==> src/rtl/adc_scan_pkg.sv <==
package adc_scan_pkg;

  typedef enum logic [1:0] {
    SCAN_UPTO   = 2'b00,
    SCAN_REPEAT = 2'b01,
    SCAN_UPPER  = 2'b10,
    SCAN_SINGLE = 2'b11
  } scan_mode_e;

  typedef enum logic [1:0] {
    SQ_IDLE  = 2'b00,
    SQ_ISSUE = 2'b01,
    SQ_WAIT  = 2'b10
  } seq_state_e;

  // first channel converted for a mode and selection
  function automatic int first_chan(scan_mode_e mode, int sel, int nch);
    if (mode == SCAN_UPTO) return 0;
    if (mode == SCAN_UPPER) return (sel >= nch / 2) ? nch / 2 : sel;
    return sel;
  endfunction

  // ascending step that hops over the reference-shared channel
  function automatic int step_chan(int cur, bit refsh, int nch);
    int n;
    n = cur + 1;
    if (refsh && n == nch - 1) n = n + 1;
    return n;
  endfunction

  // whether the conversion at (cur, cnt) closes the channel list
  function automatic bit list_ends_at(scan_mode_e mode, int cur, int sel, int cnt,
                                      bit refsh, int nch, int depth);
    case (mode)
      SCAN_REPEAT: return cnt == depth - 1;
      SCAN_SINGLE: return 1'b1;
      default:     return step_chan(cur, refsh, nch) > sel;
    endcase
  endfunction

  // read pointer advance with wrap over the stored count
  function automatic int wrap_inc(int ptr, int len);
    return (ptr + 1 >= len) ? 0 : ptr + 1;
  endfunction

endpackage

==> src/rtl/adc_cfg_regs.sv <==
module adc_cfg_regs
  import adc_scan_pkg::*;
#(
  parameter int NCH = 8,
  localparam int CH_W = $clog2(NCH)
) (
  input  logic            clk,
  input  logic            rst_n,
  input  logic            wr_valid,
  input  logic [7:0]      wr_byte,
  output scan_mode_e      cfg_mode,
  output logic [CH_W-1:0] cfg_sel,
  output logic            cfg_refsh,
  output logic            cfg_ext
);
  localparam int KIND_BIT  = 7;
  localparam int REFSH_BIT = 6;
  localparam int EXT_BIT   = 3;
  localparam int MODE_LSB  = 5;
  localparam int SEL_LSB   = 1;

  logic setup_hit, config_hit;
  assign setup_hit  = wr_valid &&  wr_byte[KIND_BIT];
  assign config_hit = wr_valid && !wr_byte[KIND_BIT];

  always_ff @(posedge clk or negedge rst_n) begin
    if (!rst_n) begin
      cfg_mode  <= SCAN_SINGLE;
      cfg_sel   <= '0;
      cfg_refsh <= 1'b0;
      cfg_ext   <= 1'b0;
    end else begin
      if (setup_hit) begin
        cfg_refsh <= wr_byte[REFSH_BIT];
        cfg_ext   <= wr_byte[EXT_BIT];
      end
      if (config_hit) begin
        cfg_mode <= scan_mode_e'(wr_byte[MODE_LSB +: 2]);
        cfg_sel  <= wr_byte[SEL_LSB +: CH_W];
      end
    end
  end

  logic unused_cfg_bits;
  assign unused_cfg_bits = wr_byte[0] ^ wr_byte[4];

  // a setup byte never disturbs the configuration fields
  p_setup_keeps_cfg_r1: assert property (@(posedge clk) disable iff (!rst_n)
    setup_hit |=> $stable({cfg_mode, cfg_sel}));
  // a configuration byte never disturbs the setup fields
  p_cfg_keeps_setup_r1: assert property (@(posedge clk) disable iff (!rst_n)
    config_hit |=> $stable({cfg_refsh, cfg_ext}));

endmodule

==> src/rtl/adc_scan_seq.sv <==
module adc_scan_seq
  import adc_scan_pkg::*;
#(
  parameter int NCH   = 8,
  parameter int DEPTH = 8,
  parameter int DW    = 8,
  localparam int CH_W  = $clog2(NCH),
  localparam int PW    = $clog2(DEPTH),
  localparam int CNT_W = $clog2(DEPTH + 1)
) (
  input  logic             clk,
  input  logic             rst_n,
  input  logic             addr_strobe,
  input  logic             nack,
  input  scan_mode_e       cfg_mode,
  input  logic [CH_W-1:0]  cfg_sel,
  input  logic             cfg_refsh,
  input  logic             cfg_ext,
  output logic             conv_start,
  output logic [CH_W-1:0]  conv_ch,
  input  logic             conv_done,
  input  logic [DW-1:0]    conv_data,
  output logic             res_we,
  output logic [PW-1:0]    res_idx,
  output logic [DW-1:0]    res_data,
  output logic             int_begin,
  output logic             scan_fin,
  output logic [CNT_W-1:0] fin_len,
  output logic             busy,
  output logic             hold,
  output logic             out_valid,
  output logic [DW-1:0]    out_data
);
  localparam int SHARED = NCH - 1;

  seq_state_e       state;
  scan_mode_e       run_mode;
  logic [CH_W-1:0]  run_sel;
  logic             run_rs;
  logic             run_ext;
  logic [CH_W-1:0]  cur_ch;
  logic [CNT_W-1:0] cnt;
  logic             stop_q;

  // named internal events
  logic             take_scan;
  logic             done_hit;
  logic             last_conv;
  logic             drop_conv;
  logic [CH_W-1:0]  nxt_ch;
  logic [CH_W-1:0]  head_ch;

  assign take_scan = (state == SQ_IDLE) && addr_strobe;
  assign done_hit  = (state == SQ_WAIT) && conv_done;
  assign drop_conv = done_hit && run_ext && (stop_q || nack);
  assign last_conv = list_ends_at(run_mode, int'(cur_ch), int'(run_sel), int'(cnt),
                                  run_rs, NCH, DEPTH);
  assign head_ch   = CH_W'(first_chan(run_mode, int'(run_sel), NCH));
  assign nxt_ch    = (run_mode == SCAN_UPTO || run_mode == SCAN_UPPER)
                   ? CH_W'(step_chan(int'(cur_ch), run_rs, NCH)) : cur_ch;

  always_ff @(posedge clk or negedge rst_n) begin
    if (!rst_n) begin
      state     <= SQ_IDLE;
      run_mode  <= SCAN_SINGLE;
      run_sel   <= '0;
      run_rs    <= 1'b0;
      run_ext   <= 1'b0;
      cur_ch    <= '0;
      cnt       <= '0;
      stop_q    <= 1'b0;
      out_valid <= 1'b0;
      out_data  <= '0;
    end else begin
      out_valid <= 1'b0;
      if (run_ext && state != SQ_IDLE && nack) stop_q <= 1'b1;
      case (state)
        SQ_IDLE: begin
          if (addr_strobe) begin
            run_mode <= cfg_mode;
            run_sel  <= cfg_sel;
            run_rs   <= cfg_refsh;
            run_ext  <= cfg_ext;
            cur_ch   <= CH_W'(first_chan(cfg_mode, int'(cfg_sel), NCH));
            cnt      <= '0;
            stop_q   <= 1'b0;
            state    <= SQ_ISSUE;
          end
        end
        SQ_ISSUE: begin
          state <= stop_q ? SQ_IDLE : SQ_WAIT;
        end
        SQ_WAIT: begin
          if (conv_done) begin
            if (drop_conv) begin
              state <= SQ_IDLE;
            end else if (run_ext) begin
              out_valid <= 1'b1;
              out_data  <= conv_data;
              state     <= SQ_ISSUE;
              if (last_conv) begin
                cur_ch <= head_ch;
                cnt    <= '0;
              end else begin
                cur_ch <= nxt_ch;
                cnt    <= cnt + 1'b1;
              end
            end else begin
              cnt <= cnt + 1'b1;
              if (last_conv) begin
                state <= SQ_IDLE;
              end else begin
                cur_ch <= nxt_ch;
                state  <= SQ_ISSUE;
              end
            end
          end
        end
        default: state <= SQ_IDLE;
      endcase
    end
  end

  assign conv_start = (state == SQ_ISSUE) && !stop_q;
  assign conv_ch    = cur_ch;
  assign res_we     = done_hit && !run_ext;
  assign res_idx    = cnt[PW-1:0];
  assign res_data   = conv_data;
  assign int_begin  = take_scan && !cfg_ext;
  assign scan_fin   = res_we && last_conv;
  assign fin_len    = cnt + 1'b1;
  assign busy       = (state != SQ_IDLE);
  assign hold       = busy && !run_ext;

  // start is a single-cycle pulse
  p_start_pulse_r4: assert property (@(posedge clk) disable iff (!rst_n)
    conv_start |=> !conv_start);
  // a request always leads into the wait for done
  p_start_then_wait_r4: assert property (@(posedge clk) disable iff (!rst_n)
    conv_start |=> (state == SQ_WAIT));
  // the write slot stays inside the RAM
  p_slot_in_range_r4: assert property (@(posedge clk) disable iff (!rst_n)
    (state == SQ_WAIT) |-> (cnt < CNT_W'(DEPTH)));
  // only existing channels are requested
  p_chan_exists_r2: assert property (@(posedge clk) disable iff (!rst_n)
    conv_start |-> (int'(conv_ch) < NCH));
  // the shared channel never appears in an ascending scan when it is the reference
  p_skip_shared_r3: assert property (@(posedge clk) disable iff (!rst_n)
    (conv_start && run_rs && (run_mode == SCAN_UPTO || run_mode == SCAN_UPPER))
      |-> (int'(conv_ch) != SHARED));
  // the selection cannot change while a scan runs
  p_run_cfg_frozen_r8: assert property (@(posedge clk) disable iff (!rst_n)
    (busy && $past(busy)) |-> $stable({run_mode, run_sel, run_rs, run_ext}));
  // an external-clock run never stretches
  p_ext_no_hold_r10: assert property (@(posedge clk) disable iff (!rst_n)
    (busy && run_ext) |-> !hold);

endmodule

==> src/rtl/adc_result_store.sv <==
module adc_result_store
  import adc_scan_pkg::*;
#(
  parameter int DEPTH = 8,
  parameter int DW    = 8,
  localparam int PW    = $clog2(DEPTH),
  localparam int CNT_W = $clog2(DEPTH + 1)
) (
  input  logic             clk,
  input  logic             rst_n,
  input  logic             clear,
  input  logic             we,
  input  logic [PW-1:0]    wr_idx,
  input  logic [DW-1:0]    wr_data,
  input  logic             commit,
  input  logic [CNT_W-1:0] commit_len,
  input  logic             rd_block,
  input  logic             rd_req,
  output logic             rd_valid,
  output logic [DW-1:0]    rd_data
);
  logic [DW-1:0]    mem [DEPTH];
  logic [CNT_W-1:0] len;
  logic [PW-1:0]    rptr;
  logic             rd_take;

  assign rd_take = rd_req && !rd_block && !clear && (len != '0);

  always_ff @(posedge clk) begin
    if (we) mem[wr_idx] <= wr_data;
  end

  always_ff @(posedge clk or negedge rst_n) begin
    if (!rst_n) begin
      len      <= '0;
      rptr     <= '0;
      rd_valid <= 1'b0;
      rd_data  <= '0;
    end else begin
      rd_valid <= 1'b0;
      if (clear) begin
        len  <= '0;
        rptr <= '0;
      end else begin
        if (commit) len <= commit_len;
        if (rd_take) begin
          rd_valid <= 1'b1;
          rd_data  <= mem[rptr];
          rptr     <= PW'(wrap_inc(int'(rptr), int'(len)));
        end
      end
    end
  end

  // the read pointer stays within the stored results
  p_ptr_in_len_r6: assert property (@(posedge clk) disable iff (!rst_n)
    (len != '0) |-> ({1'b0, rptr} < (PW + 1)'(len)));
  // nothing is returned while reads are blocked
  p_blocked_silent_r7: assert property (@(posedge clk) disable iff (!rst_n)
    (rd_block || len == '0) |=> !rd_valid);

endmodule

==> src/rtl/adc_scan_ctrl.sv <==
module adc_scan_ctrl
  import adc_scan_pkg::*;
#(
  parameter int NCH   = 8,
  parameter int DEPTH = 8,
  localparam int DW    = 8,
  localparam int PW    = $clog2(DEPTH),
  localparam int CNT_W = $clog2(DEPTH + 1)
) (
  input  logic                    clk,
  input  logic                    rst_n,
  input  logic                    wr_valid,
  input  logic [7:0]              wr_byte,
  input  logic                    addr_rd,
  input  logic                    rd_req,
  input  logic                    rd_nack,
  output logic                    rd_valid,
  output logic [7:0]              rd_data,
  output logic                    hold_scl,
  output logic                    conv_start,
  output logic [$clog2(NCH)-1:0]  conv_ch,
  input  logic                    conv_done,
  input  logic [7:0]              conv_data
);
  localparam int CH_W = $clog2(NCH);

  scan_mode_e       cfg_mode;
  logic [CH_W-1:0]  cfg_sel;
  logic             cfg_refsh, cfg_ext;
  logic             res_we, int_begin, scan_fin, busy;
  logic [PW-1:0]    res_idx;
  logic [DW-1:0]    res_data;
  logic [CNT_W-1:0] fin_len;
  logic             stream_v, store_v;
  logic [DW-1:0]    stream_d, store_d;

  adc_cfg_regs #(.NCH(NCH)) u_cfg (
    .clk(clk), .rst_n(rst_n), .wr_valid(wr_valid), .wr_byte(wr_byte),
    .cfg_mode(cfg_mode), .cfg_sel(cfg_sel), .cfg_refsh(cfg_refsh), .cfg_ext(cfg_ext)
  );

  adc_scan_seq #(.NCH(NCH), .DEPTH(DEPTH), .DW(DW)) u_seq (
    .clk(clk), .rst_n(rst_n), .addr_strobe(addr_rd), .nack(rd_nack),
    .cfg_mode(cfg_mode), .cfg_sel(cfg_sel), .cfg_refsh(cfg_refsh), .cfg_ext(cfg_ext),
    .conv_start(conv_start), .conv_ch(conv_ch), .conv_done(conv_done), .conv_data(conv_data),
    .res_we(res_we), .res_idx(res_idx), .res_data(res_data),
    .int_begin(int_begin), .scan_fin(scan_fin), .fin_len(fin_len),
    .busy(busy), .hold(hold_scl), .out_valid(stream_v), .out_data(stream_d)
  );

  adc_result_store #(.DEPTH(DEPTH), .DW(DW)) u_store (
    .clk(clk), .rst_n(rst_n), .clear(int_begin),
    .we(res_we), .wr_idx(res_idx), .wr_data(res_data),
    .commit(scan_fin), .commit_len(fin_len),
    .rd_block(busy || addr_rd), .rd_req(rd_req),
    .rd_valid(store_v), .rd_data(store_d)
  );

  assign rd_valid = stream_v || store_v;
  assign rd_data  = stream_v ? stream_d : store_d;

  // the stretch is released only right after the final result arrived
  p_hold_release_r5: assert property (@(posedge clk) disable iff (!rst_n)
    $fell(hold_scl) |-> $past(conv_done));
  // no byte is returned during a stretch
  p_no_read_in_hold_r7: assert property (@(posedge clk) disable iff (!rst_n)
    hold_scl |=> !rd_valid);
  // the streamed and stored paths never answer together
  p_one_source_r10: assert property (@(posedge clk) disable iff (!rst_n)
    !(stream_v && store_v));

endmodule

==> config.mk <==
export PLATFORM = sky130hd
export DESIGN_NAME = adc_scan_ctrl
export DESIGN_NICKNAME = d
export VERILOG_FILES = /design/src/rtl/adc_scan_pkg.sv /design/src/rtl/adc_cfg_regs.sv /design/src/rtl/adc_scan_seq.sv /design/src/rtl/adc_result_store.sv /design/src/rtl/adc_scan_ctrl.sv
export SDC_FILE = /design/constraint.sdc
export NUM_CORES = 1
export LEC_CHECK = 0
export CAP_MARGIN = 5
export CORE_MARGIN = 3
export CORE_UTILIZATION = 59
export DETAILED_ROUTE_END_ITERATION = 8
export MAX_ROUTING_LAYER = met4
export PLACE_DENSITY = 0.9
export SLEW_MARGIN = 30
export SYNTH_ARGS = -nofsm -noshare
export SYNTH_HDL_FRONTEND = slang
export SYNTH_SLANG_ARGS = --single-unit
==> constraint.sdc <==
create_clock -name clk -period 5.5 [get_ports clk]
set_input_delay 1.1 -clock clk [delete_from_list [all_inputs] [get_ports clk]]
set_output_delay 1.1 -clock clk [all_outputs]
set_load 0.005 [all_outputs]
-- Word level (Yosys, flattened, before mapping)
Memory sizes are Yosys's and may differ from the RTL's. A register that Yosys moved wholly into a read port is not among the register bits.
Index checks and enable logic that the tools add are counted.
- memory bits (writable): 64
- memories: 1
- latch bits: 0
- bits in read-only memories: 0
- bits in registers: 41
- output and inout bits: 14
- memory list (name ; depth ; bits a word ; read ports ; clocked after Yosys merged registers in ; write ports ; RTL line ; source):
    u_store.mem ; 8 ; 8 ; 1 ; 1 ; 1 ; adc_result_store.sv:22 ; logic [DW-1:0] mem [DEPTH];
- equality and inequality tests: 12
- reduce and logical (&&, ||, !) cells: 43
- bitwise operators: 2
- $mul: 0
- add/subtract/negate cells: 4
- shift-type cells: 0
- divide/modulo/power cells: 0
- order comparisons: 4
- multiplexer cells: 59
- operator list (kind ; number):
    $mux 32 ; 2
    $mux 3 ; 18
    $add 32x2->32 const B ; 1
    $eq 32x4->1 const B ; 1
    $gt 32x4->1 ; 1
    $mux 4 ; 7
    $mux 1 ; 22
    $logic_and 1x1->1 ; 17
    $mux 2 ; 5
    $add 3x1->4 const B ; 2
    $eq 2x2->1 const B ; 4
    $mux 8 ; 1
    $pmux 4 s2 ; 1
    $reduce_and 4->1 ; 2
    $reduce_bool 2->1 ; 4
    $logic_not 1->1 ; 7
    $ge 3x3->1 const B ; 2
    $logic_not 2->1 ; 3
    $ne 2x2->1 const B ; 3
    $pmux 2 s3 ; 1
    $pmux 3 s2 ; 1
    $reduce_and 2->1 ; 3
    $reduce_and 5->1 ; 1
    $add 4x1->4 const B ; 1
    other kinds (9) ; 14

-- Logic depth before layout (Yosys ltp)
Gate-level depths: netlist (run 1).
- depth in word-level cells: 12
- depth in mapped cells: 14
- mapped depth without buffers: 13

-- Cells and area by module
Synthesis (run 1) repeated with hierarchy kept, for this count alone.
- cell total of the unflattened synthesis: 382
- area total of the unflattened synthesis: 5290.1 um^2
- by module, submodules not included (module ; times used ; area each (um^2) ; cells an instance):
    adc_result_store ; 1 ; 3253.1 ; 174
    adc_scan_seq ; 1 ; 1619.1 ; 181
    adc_cfg_regs ; 1 ; 274.0 ; 16
    adc_scan_ctrl ; 1 ; 143.9 ; 11

-- Least setup slack after synthesis (run 1)
Ideal clock, no wire load.
- path kind: register to register
- start point: reg u_seq.cur_ch[0] (netlist: u_seq.conv_ch[0])
- end point: reg u_seq.cnt[3]
- setup time: 0.092 ns
- arrival: 2.791 ns
- slack: 2.618 ns
- stages on the path, launching flop included: 14
- clock period less this slack: 2.882 ns
- cell sequence: dfrtp_1 > buf_2 > inv_1 > ha_1 > nand2_1 > nor3_1 > xnor2_1 > ha_1 > a211oi_1 > o21ai_2 > and2_4 > buf_6 > or3_4 > o31ai_2
- longest elaborated chain between the ends: 12
- ends and longest elaborated chain (item ; RTL line ; source):
    start, declared ; adc_scan_seq.sv:41 ; logic [CH_W-1:0] cur_ch;
    start signal, assigned ; adc_scan_seq.sv:84 ; cur_ch <= CH_W'(first_chan(cfg_mode, int'(cfg_sel), NCH));
    start signal, assigned ; adc_scan_seq.sv:102 ; cur_ch <= head_ch;
    start signal, assigned ; adc_scan_seq.sv:105 ; cur_ch <= nxt_ch;
    $add 3x1->4 * ; adc_scan_pkg.sv:26 ; n = cur + 1;
    branches (longest 2 deep; another with $add 32x2->32) ; n/a ;
    $mux 32 * ; n/a ;
    $mux 32 * ; adc_scan_pkg.sv:34 ; case (mode)
    $gt 32x4->1 * ; adc_scan_pkg.sv:37 ; default: return step_chan(cur, refsh, nch) > sel;
    $pmux 1 s2 * ; adc_scan_pkg.sv:34 ;
    $mux 4 * ; adc_scan_seq.sv:101 ; if (last_conv) begin
    $mux 4 * ; adc_scan_seq.sv:97 ; end else if (run_ext) begin
    $mux 4 * ; adc_scan_seq.sv:95 ; if (drop_conv) begin
    $mux 4 * ; adc_scan_seq.sv:94 ; if (conv_done) begin
    $pmux 4 s2 * ; adc_scan_seq.sv:77 ; case (state)
    end signal, assigned ; adc_scan_seq.sv:106 ; cnt <= cnt + 1'b1;
    end signal, assigned ; adc_scan_seq.sv:109 ; cnt <= cnt + 1'b1;
    end, declared ; adc_scan_seq.sv:42 ; logic [CNT_W-1:0] cnt;
Mark *: on every way between the ends. The select of a mux whose other input is x is not followed.
A chain may end at the register's enable or synchronous reset.

-- Final worst setup path (run 1)
Same ends and word-level chain as after synthesis.

==> impl_metrics.env, run 1 <==
export IMPL_netlist_instances=375
export IMPL_number_of_slew_limit_violations_in_the_final_report=0
export IMPL_crit_path_start_kind="register"
export IMPL_powerDensity_nw_per_um2=510
export IMPL_power_ir_vdd_worst_mv=0.245
export IMPL_ys_async_sr_fraction=0.434
export IMPL_worst_r2r_cell_count=10
export IMPL_syn_mean_instance_area_um2=13.5
export IMPL_via_count=3224
export IMPL_timing_setup_tns_ns=0
export IMPL_maxCapViolCount=0
export IMPL_cp_arrival_ns=3.52
export IMPL_clock_power_share=0.323
export IMPL_hold_wc_startpoint="u_seq.out_data[2]"
export IMPL_synth_cell_area_um2=5080
export IMPL_placed_area_um2=5490
export IMPL_tritoncts_num_buffers=17
export IMPL_post_cts_setup_buffers=0
export IMPL_cellInternalPower_mw=2.10
export IMPL_synth_main_ff_cell="sky130_fd_sc_hd__edfxtp_1"
export IMPL_core_area_um2=8300
export IMPL_netlist_top_cells_area="sky130_fd_sc_hd__edfxtp_1, sky130_fd_sc_hd__dfrtp_1, sky130_fd_sc_hd__mux4_2"
export IMPL_drive_gt1_frac=0.201
export IMPL_fin_nets=449
export IMPL_dpl_hpwl_um=6640
export IMPL_finalInstanceArea_um2=6050
export IMPL_cts_reportedPaths_clkPinSlew_ns=0.06
export IMPL_p_sw_uw=980
export IMPL_clock_tree_htree_level_count=4
export IMPL_antenna_cells_inserted=0
export IMPL_cts_root_buffer="sky130_fd_sc_hd__clkbuf_8"
export IMPL_tritoncts="done"
export IMPL_mappedNetlistNets=409
export IMPL_final_min_clock_period_ns=3.09
export IMPL_finalHoldViolations=0
export IMPL_num_io_pins=37
export IMPL_worst_setup_path_type="reg2reg"
export IMPL_hold_buffers=0
export IMPL_gp_congestion=0.836
export IMPL_clock_network_latency_to_the_later_pin_of_the_worst_skew_pair_ns=0.52
export IMPL_synth_cells_most_frequent="sky130_fd_sc_hd__edfxtp_1, sky130_fd_sc_hd__dfrtp_1, sky130_fd_sc_hd__nand2_1"
export IMPL_initialDrtViolationCount=325
export IMPL_timing_final_crit_share=0.562
export IMPL_count_of_unique_library_cells_instantiated_by_yosys=52
export IMPL_fmax_mhz=324
export IMPL_initial_utilization=0.612
export IMPL_reg2reg_slack_ns=2.41
export IMPL_number_of_antenna_violations_at_the_first_check_in_global_routing=0
export IMPL_synth_warnings=0
export IMPL_timing_hold_worst_endpoint="u_seq.out_data[2]"
export IMPL_cts_repair_resized=0
export IMPL_placement_rows=33
export IMPL_wl_final_um=10400
export IMPL_port_buffer_count=34
export IMPL_switching_share=0.318
export IMPL_most_frequently_used_cell_type_in_the_post_synthesis_netlist="sky130_fd_sc_hd__edfxtp_1"
export IMPL_grt_max_degree=50
export IMPL_grt_pass1_wl_um=16900
export IMPL_ys_seq_elements=113
export IMPL_tightest_hold_check_type="reg2reg"
export IMPL_floorplan_die_height_um=98.8
export IMPL_die_width_um=98.8
export IMPL_whs_ns=0.472
export IMPL_drt_pass1_iter_count=5
export IMPL_synth_edff_count=64
export IMPL_finish_utilization=0.729
export IMPL_via_per_inst=6.05
export IMPL_layout_area_overhead_vs_synth_pct=19.0
export IMPL_grt_pass1_vias=3241
export IMPL_drc=0
export IMPL_ys_seq_area_frac=0.621
export IMPL_worstSetupEndpointType="register"
export IMPL_cts_sink_count=113
export IMPL_outcome="complete, no violations"
export IMPL_required_ns=5.93
export IMPL_die_area_um2=9760
export IMPL_tightest_pin_transition_ns=0.888
export IMPL_holdPathStages=2
export IMPL_worst_slew_margin_rel=0.408
export IMPL_clockBufferDepth=2
export IMPL_rsz_0062_raised_after_global_routing="false"
export IMPL_worst_path_max_fanout=12
export IMPL_combinational_group_share_of_total_power=0.284
export IMPL_clock_skew_final_ns=0.00787
export IMPL_detail_route_wl_per_cell_um=19.5
export IMPL_seq_power_share=0.393
export IMPL_yosys_area_top_type="sky130_fd_sc_hd__edfxtp_1"
export IMPL_post_placement_setup_slack_ns=2.06
export IMPL_power_leakage_nw=2.28
export IMPL_antenna_nets_post_route=0
export IMPL_crit_reg2reg_launch="u_seq.conv_ch[0]"
export IMPL_layout_setup_ws_ns=2.41
export IMPL_finalSetupViolations=0
export IMPL_gr_usage_total=0.237
export IMPL_endpoint_of_the_worst_slack_reg_to_reg_timing_path="u_seq.cnt[3]"
export IMPL_yosysTopAreaCellShare=0.378
export IMPL_overflow=0
-- sequential cells by signal (all words and copies together), names as in the netlist, 4 cells and up --
name / flops
u_store.len: 4
u_seq.out_data: 8
u_store.mem: 64
u_store.rd_data: 8
u_seq.cnt: 4
-- layout make-up --
class	count	area (um^2)
sequential	113	3150
inverter	13	48.8
tap	105	131
timing repair buffer	38	365
fill	473	2250
clock inverter	15	134
multi-input combinational	232	1800
clock buffer	17	414
-- kinds of logic after synthesis --
logic type,Yosys count,synth area share
AOI/OAI and AO/OA,60,0.0778
xor gates and xnor gates,5,0.0101
adders and majority gates,11,0.0271
buffers and inverters,30,0.0281
DFF,113,0.621
muxes,48,0.139
and+or+nand+nor,108,0.0973
-- placed cells by master (no fill, tap or decap), drive strengths merged, types with 3 or more instances in the layout --
cell,instances
nor2,32
a21o,4
mux2i,12
mux2,20
clkbuf,17
a211oi,6
or3,3
mux4,16
nand3,4
buf,5
dfrtp,45
a31oi,5
nand2b,7
a21oi,12
clkdlybuf4s50,33
nand2,44
edfxtp,64
ha,11
o21ai,18
and2,4
inv,16
xnor2,3
nor2b,4
dfstp,4
nor3,3
clkinv,9
-- power by group through the flow --
stage / sequential, mW / combinational (mW) / clock (mW)
after floorplan: 1.12 / 0.691 / 0
after global placement: 1.21 / 0.817 / 0
after detailed placement: 1.22 / 0.858 / 0
after CTS: 1.21 / 0.876 / 1.01
after global routing: 1.24 / 0.973 / 1.05
final: 1.21 / 0.876 / 0.997
-- per-stage QoR --
| stage | instances | power, mW |
|---|---|---|
| 2_1_floorplan | 375 | 1.81 |
| 3_3_place_gp | 500 | 2.03 |
| 3_5_place_dp | 500 | 2.08 |
| 4_1_cts | 532 | 3.10 |
| 5_1_grt | 533 | 3.26 |
| 6_report | 533 | 3.08 |
-- critical path: stages, from the launching register on --
cell and delay [ns]:
sky130_fd_sc_hd__dfrtp_1 0.50, sky130_fd_sc_hd__ha_1 0.35, sky130_fd_sc_hd__xnor2_2 0.18, sky130_fd_sc_hd__nor3_1 0.25
sky130_fd_sc_hd__xnor2_1 0.20, sky130_fd_sc_hd__ha_1 0.28, sky130_fd_sc_hd__a211oi_1 0.29, sky130_fd_sc_hd__o21ai_2 0.17
sky130_fd_sc_hd__and2_4 0.19, sky130_fd_sc_hd__or3_4 0.38, sky130_fd_sc_hd__o31ai_2 0.21
-- how the worst max path moves through the flow --
stage | from | endpoint | slack, ns | depth (start not counted)
global route | u_seq.conv_ch[0] | u_seq.conv_ch[1] | 2.16 | 13
finish | u_seq.conv_ch[0] | u_seq.cnt[3] | 2.41 | 10
detailed placement | addr_rd | u_store.rptr[2] | 2.06 | 6
CTS | u_seq.conv_ch[0] | u_seq.cnt[3] | 2.40 | 10
global placement | addr_rd | u_store.rptr[2] | 2.21 | 6
floorplan | u_seq.conv_ch[0] | u_seq.cnt[3] | 2.62 | 13
-- routing by layer --
| metal | vias to the layer above | global-route usage | share of wire |
|---|---|---|---|
| li1 | 1467 | - | - |
| met3 | 18 | 0.0814 | 0.060 |
| met5 | - | - | 0 |
| met2 | 143 | 0.355 | 0.49 |
| met4 | 0 | 0.0662 | 0.016 |
| met1 | 1596 | 0.311 | 0.43 |
Note: power is estimated with default switching activity, not from simulation.
==> run 2, diff against run 1 <==
CORE_UTILIZATION = 58   (was 59)
PLACE_DENSITY = 0.89   (was 0.9)
clock period = 3.2 ns   (was 5.5 ns; I/O delays follow)
==> run 2 against run 1 <==
Compared with the run above: fmax is 4.9% higher; combinational power increased by 86%; die area up 1.6%; clock power up 90%; register-to-register slack got worse by 2.2 ns; clock skew increased by 0.0011 ns; critical endpoint is now u_seq.conv_ch[1]; critical path type unchanged; critical path depth increased by 3; global-route usage grew 2.1 points; via count rose by 2.5%.
==> impl_metrics.env, run 2 (synthesis results as in run 1) <==
export IMPL_clock_tree_htree_level_count=4
export IMPL_path_depth=13
export IMPL_worst_path_max_fanout=9
export IMPL_critical_path_most_common_cell="sky130_fd_sc_hd__o21ai_0"
export IMPL_post_layout_total_power_mw=5.53
export IMPL_timing_setup_tns_ns=0
export IMPL_power_leakage_nw=2.34
export IMPL_finalInstanceArea_um2=6170
export IMPL_drt_pass1_iter_count=5
export IMPL_layout_area_overhead_vs_synth_pct=21.5
export IMPL_via_count=3303
export IMPL_cts_sink_count=113
export IMPL_finalSetupViolations=0
export IMPL_antenna_nets_post_route=0
export IMPL_worstSetupEndpointType="register"
export IMPL_layout_common_cells="sky130_fd_sc_hd__edfxtp_1, sky130_fd_sc_hd__nand2_1, sky130_fd_sc_hd__dfrtp_1"
export IMPL_die_width_um=99.6
export IMPL_fmax_mhz=339
export IMPL_final_cells=542
export IMPL_gp_congestion=0.819
export IMPL_cts_reportedPaths_clkPinSlew_ns=0.06
export IMPL_switching_share=0.313
export IMPL_final_min_clock_period_ns=2.95
export IMPL_combinational_group_share_of_total_power=0.295
export IMPL_regMostFlops="u_store.mem"
export IMPL_detail_route_wl_per_cell_um=20.6
export IMPL_post_placement_setup_slack_ns=0.121
export IMPL_largest_reg_flops=64
export IMPL_cts_root_buffer="sky130_fd_sc_hd__clkbuf_8"
export IMPL_floorplan_die_height_um=99.6
export IMPL_timing_final_crit_share=0.921
export IMPL_whs_ns=0.147
export IMPL_required_ns=3.63
export IMPL_rsz_0062_raised_after_global_routing="false"
export IMPL_die_area_um2=9920
export IMPL_fin_nets=458
export IMPL_crit_path_top_delay_cell="sky130_fd_sc_hd__dfrtp_2"
export IMPL_cp_arrival_ns=3.38
export IMPL_tritoncts="done"
export IMPL_clock_skew_final_ns=0.00901
export IMPL_post_cts_setup_buffers=0
export IMPL_via_per_inst=6.09
export IMPL_dpl_hpwl_um=6930
export IMPL_top_regs="u_store.mem (64), u_seq.out_data (8), u_store.rd_data (8)"
export IMPL_grt_pass1_wl_um=18400
export IMPL_clockBufferDepth=2
export IMPL_num_io_pins=37
export IMPL_placement_rows=33
export IMPL_initial_utilization=0.609
export IMPL_seq_power_share=0.364
export IMPL_port_buffer_count=34
export IMPL_p_sw_mw=1.73
export IMPL_number_of_antenna_violations_at_the_first_check_in_global_routing=0
export IMPL_drive_gt1_frac=0.224
export IMPL_worst_setup_path_type="reg2reg"
export IMPL_clock_network_latency_to_the_later_pin_of_the_worst_skew_pair_ns=0.51
export IMPL_outcome="complete, no violations"
export IMPL_wl_final_um=11200
export IMPL_cellInternalPower_mw=3.80
export IMPL_place_detailed_instances=510
export IMPL_powerDensity_nw_per_um2=897
export IMPL_tightest_hold_check_type="in2async"
export IMPL_initialDrtViolationCount=255
export IMPL_antenna_cells_inserted=0
export IMPL_worst_slew_margin_rel=0.537
export IMPL_finalHoldViolations=0
export IMPL_power_ir_vdd_worst_mv=0.640
export IMPL_tightest_pin_transition_ns=0.694
export IMPL_drc=0
export IMPL_clock_power_share=0.341
export IMPL_tritoncts_num_buffers=17
export IMPL_critical_path_max_stage_delay_ns=0.47
export IMPL_placed_area_um2=5570
export IMPL_grt_pass1_vias=3530
export IMPL_core_area_um2=8340
export IMPL_final_common_cell="sky130_fd_sc_hd__edfxtp_1"
export IMPL_number_of_slew_limit_violations_in_the_final_report=0
export IMPL_maxCapViolCount=0
export IMPL_crit_path_start_kind="register"
export IMPL_gr_usage_total=0.258
export IMPL_worst_r2r_cell_count=13
export IMPL_path_buf_inv=1
export IMPL_overflow=0
export IMPL_grt_max_degree=50
export IMPL_cp_top_family="compound AO/OA/AOI/OAI gates"
export IMPL_layout_setup_ws_ns=0.254
export IMPL_finish_utilization=0.740
export IMPL_cp_cell_sequence="ha_2 > inv_1 > nand2_1 > o21ai_0 > nand2_1 > a21o_1 > ha_1 > nand3_1 > o21ai_0 > o21ai_2 > and2_4 > mux2_2 > o21ai_0"
-- run 2: cell types whose count changed in the layout (fill, tap and decap cells not counted), sizes merged --
cell | previous run | this run
bufinv | 1 | 3
clkinv | 9 | 5
clkinvlp | 2 | 5
inv | 16 | 15
buf | 5 | 14
-- run 2: per-layer routing --
layer | vias to the layer above | GRT usage | wire length [um]
met5 | - | - | 0
met4 | 0 | 0.127 | 462
met3 | 39 | 0.0757 | 623
met2 | 127 | 0.409 | 5680
met1 | 1648 | 0.303 | 4400
li1 | 1489 | - | -
-- run 2: repair_timing --
action / 4_1_cts / 5_1_grt
hold buffers: 0 / 0
gates resized for setup: 0 / 3
setup endpoints to repair: 0 / 9
-- run 2: final cells by class --
class / count / area (um^2)
inverter: 13 / 48.8
sequential: 113 / 3150
clock inverter: 15 / 181
tap: 105 / 131
clock buffer: 17 / 414
timing repair buffer: 47 / 435
multi-input combinational: 232 / 1810
fill: 463 / 2170
-- run 2: final timing paths --
path                                         from                end  slack, ns
worst min register to register  u_seq.out_data[2]  u_seq.out_data[2]       0.47
min in group clk                u_seq.out_data[2]  u_seq.out_data[2]       0.47
worst min-delay path                        rst_n    u_store.rptr[1]       0.15
worst max-delay path             u_seq.conv_ch[1]   u_seq.conv_ch[1]       0.25
max in group asynchronous                   rst_n   u_seq.conv_ch[1]       2.61
worst max register to register   u_seq.conv_ch[1]   u_seq.conv_ch[1]       0.25
-- run 2: power groups by stage --
stage | clock network (mW) | registers [mW] | logic, mW
after floorplan | 0 | 1.93 | 1.19
after global placement | 0 | 2.00 | 1.51
after detailed placement | 0 | 2.03 | 1.59
after CTS | 1.90 | 2.01 | 1.64
after global routing | 1.97 | 2.05 | 1.80
final | 1.89 | 2.01 | 1.63
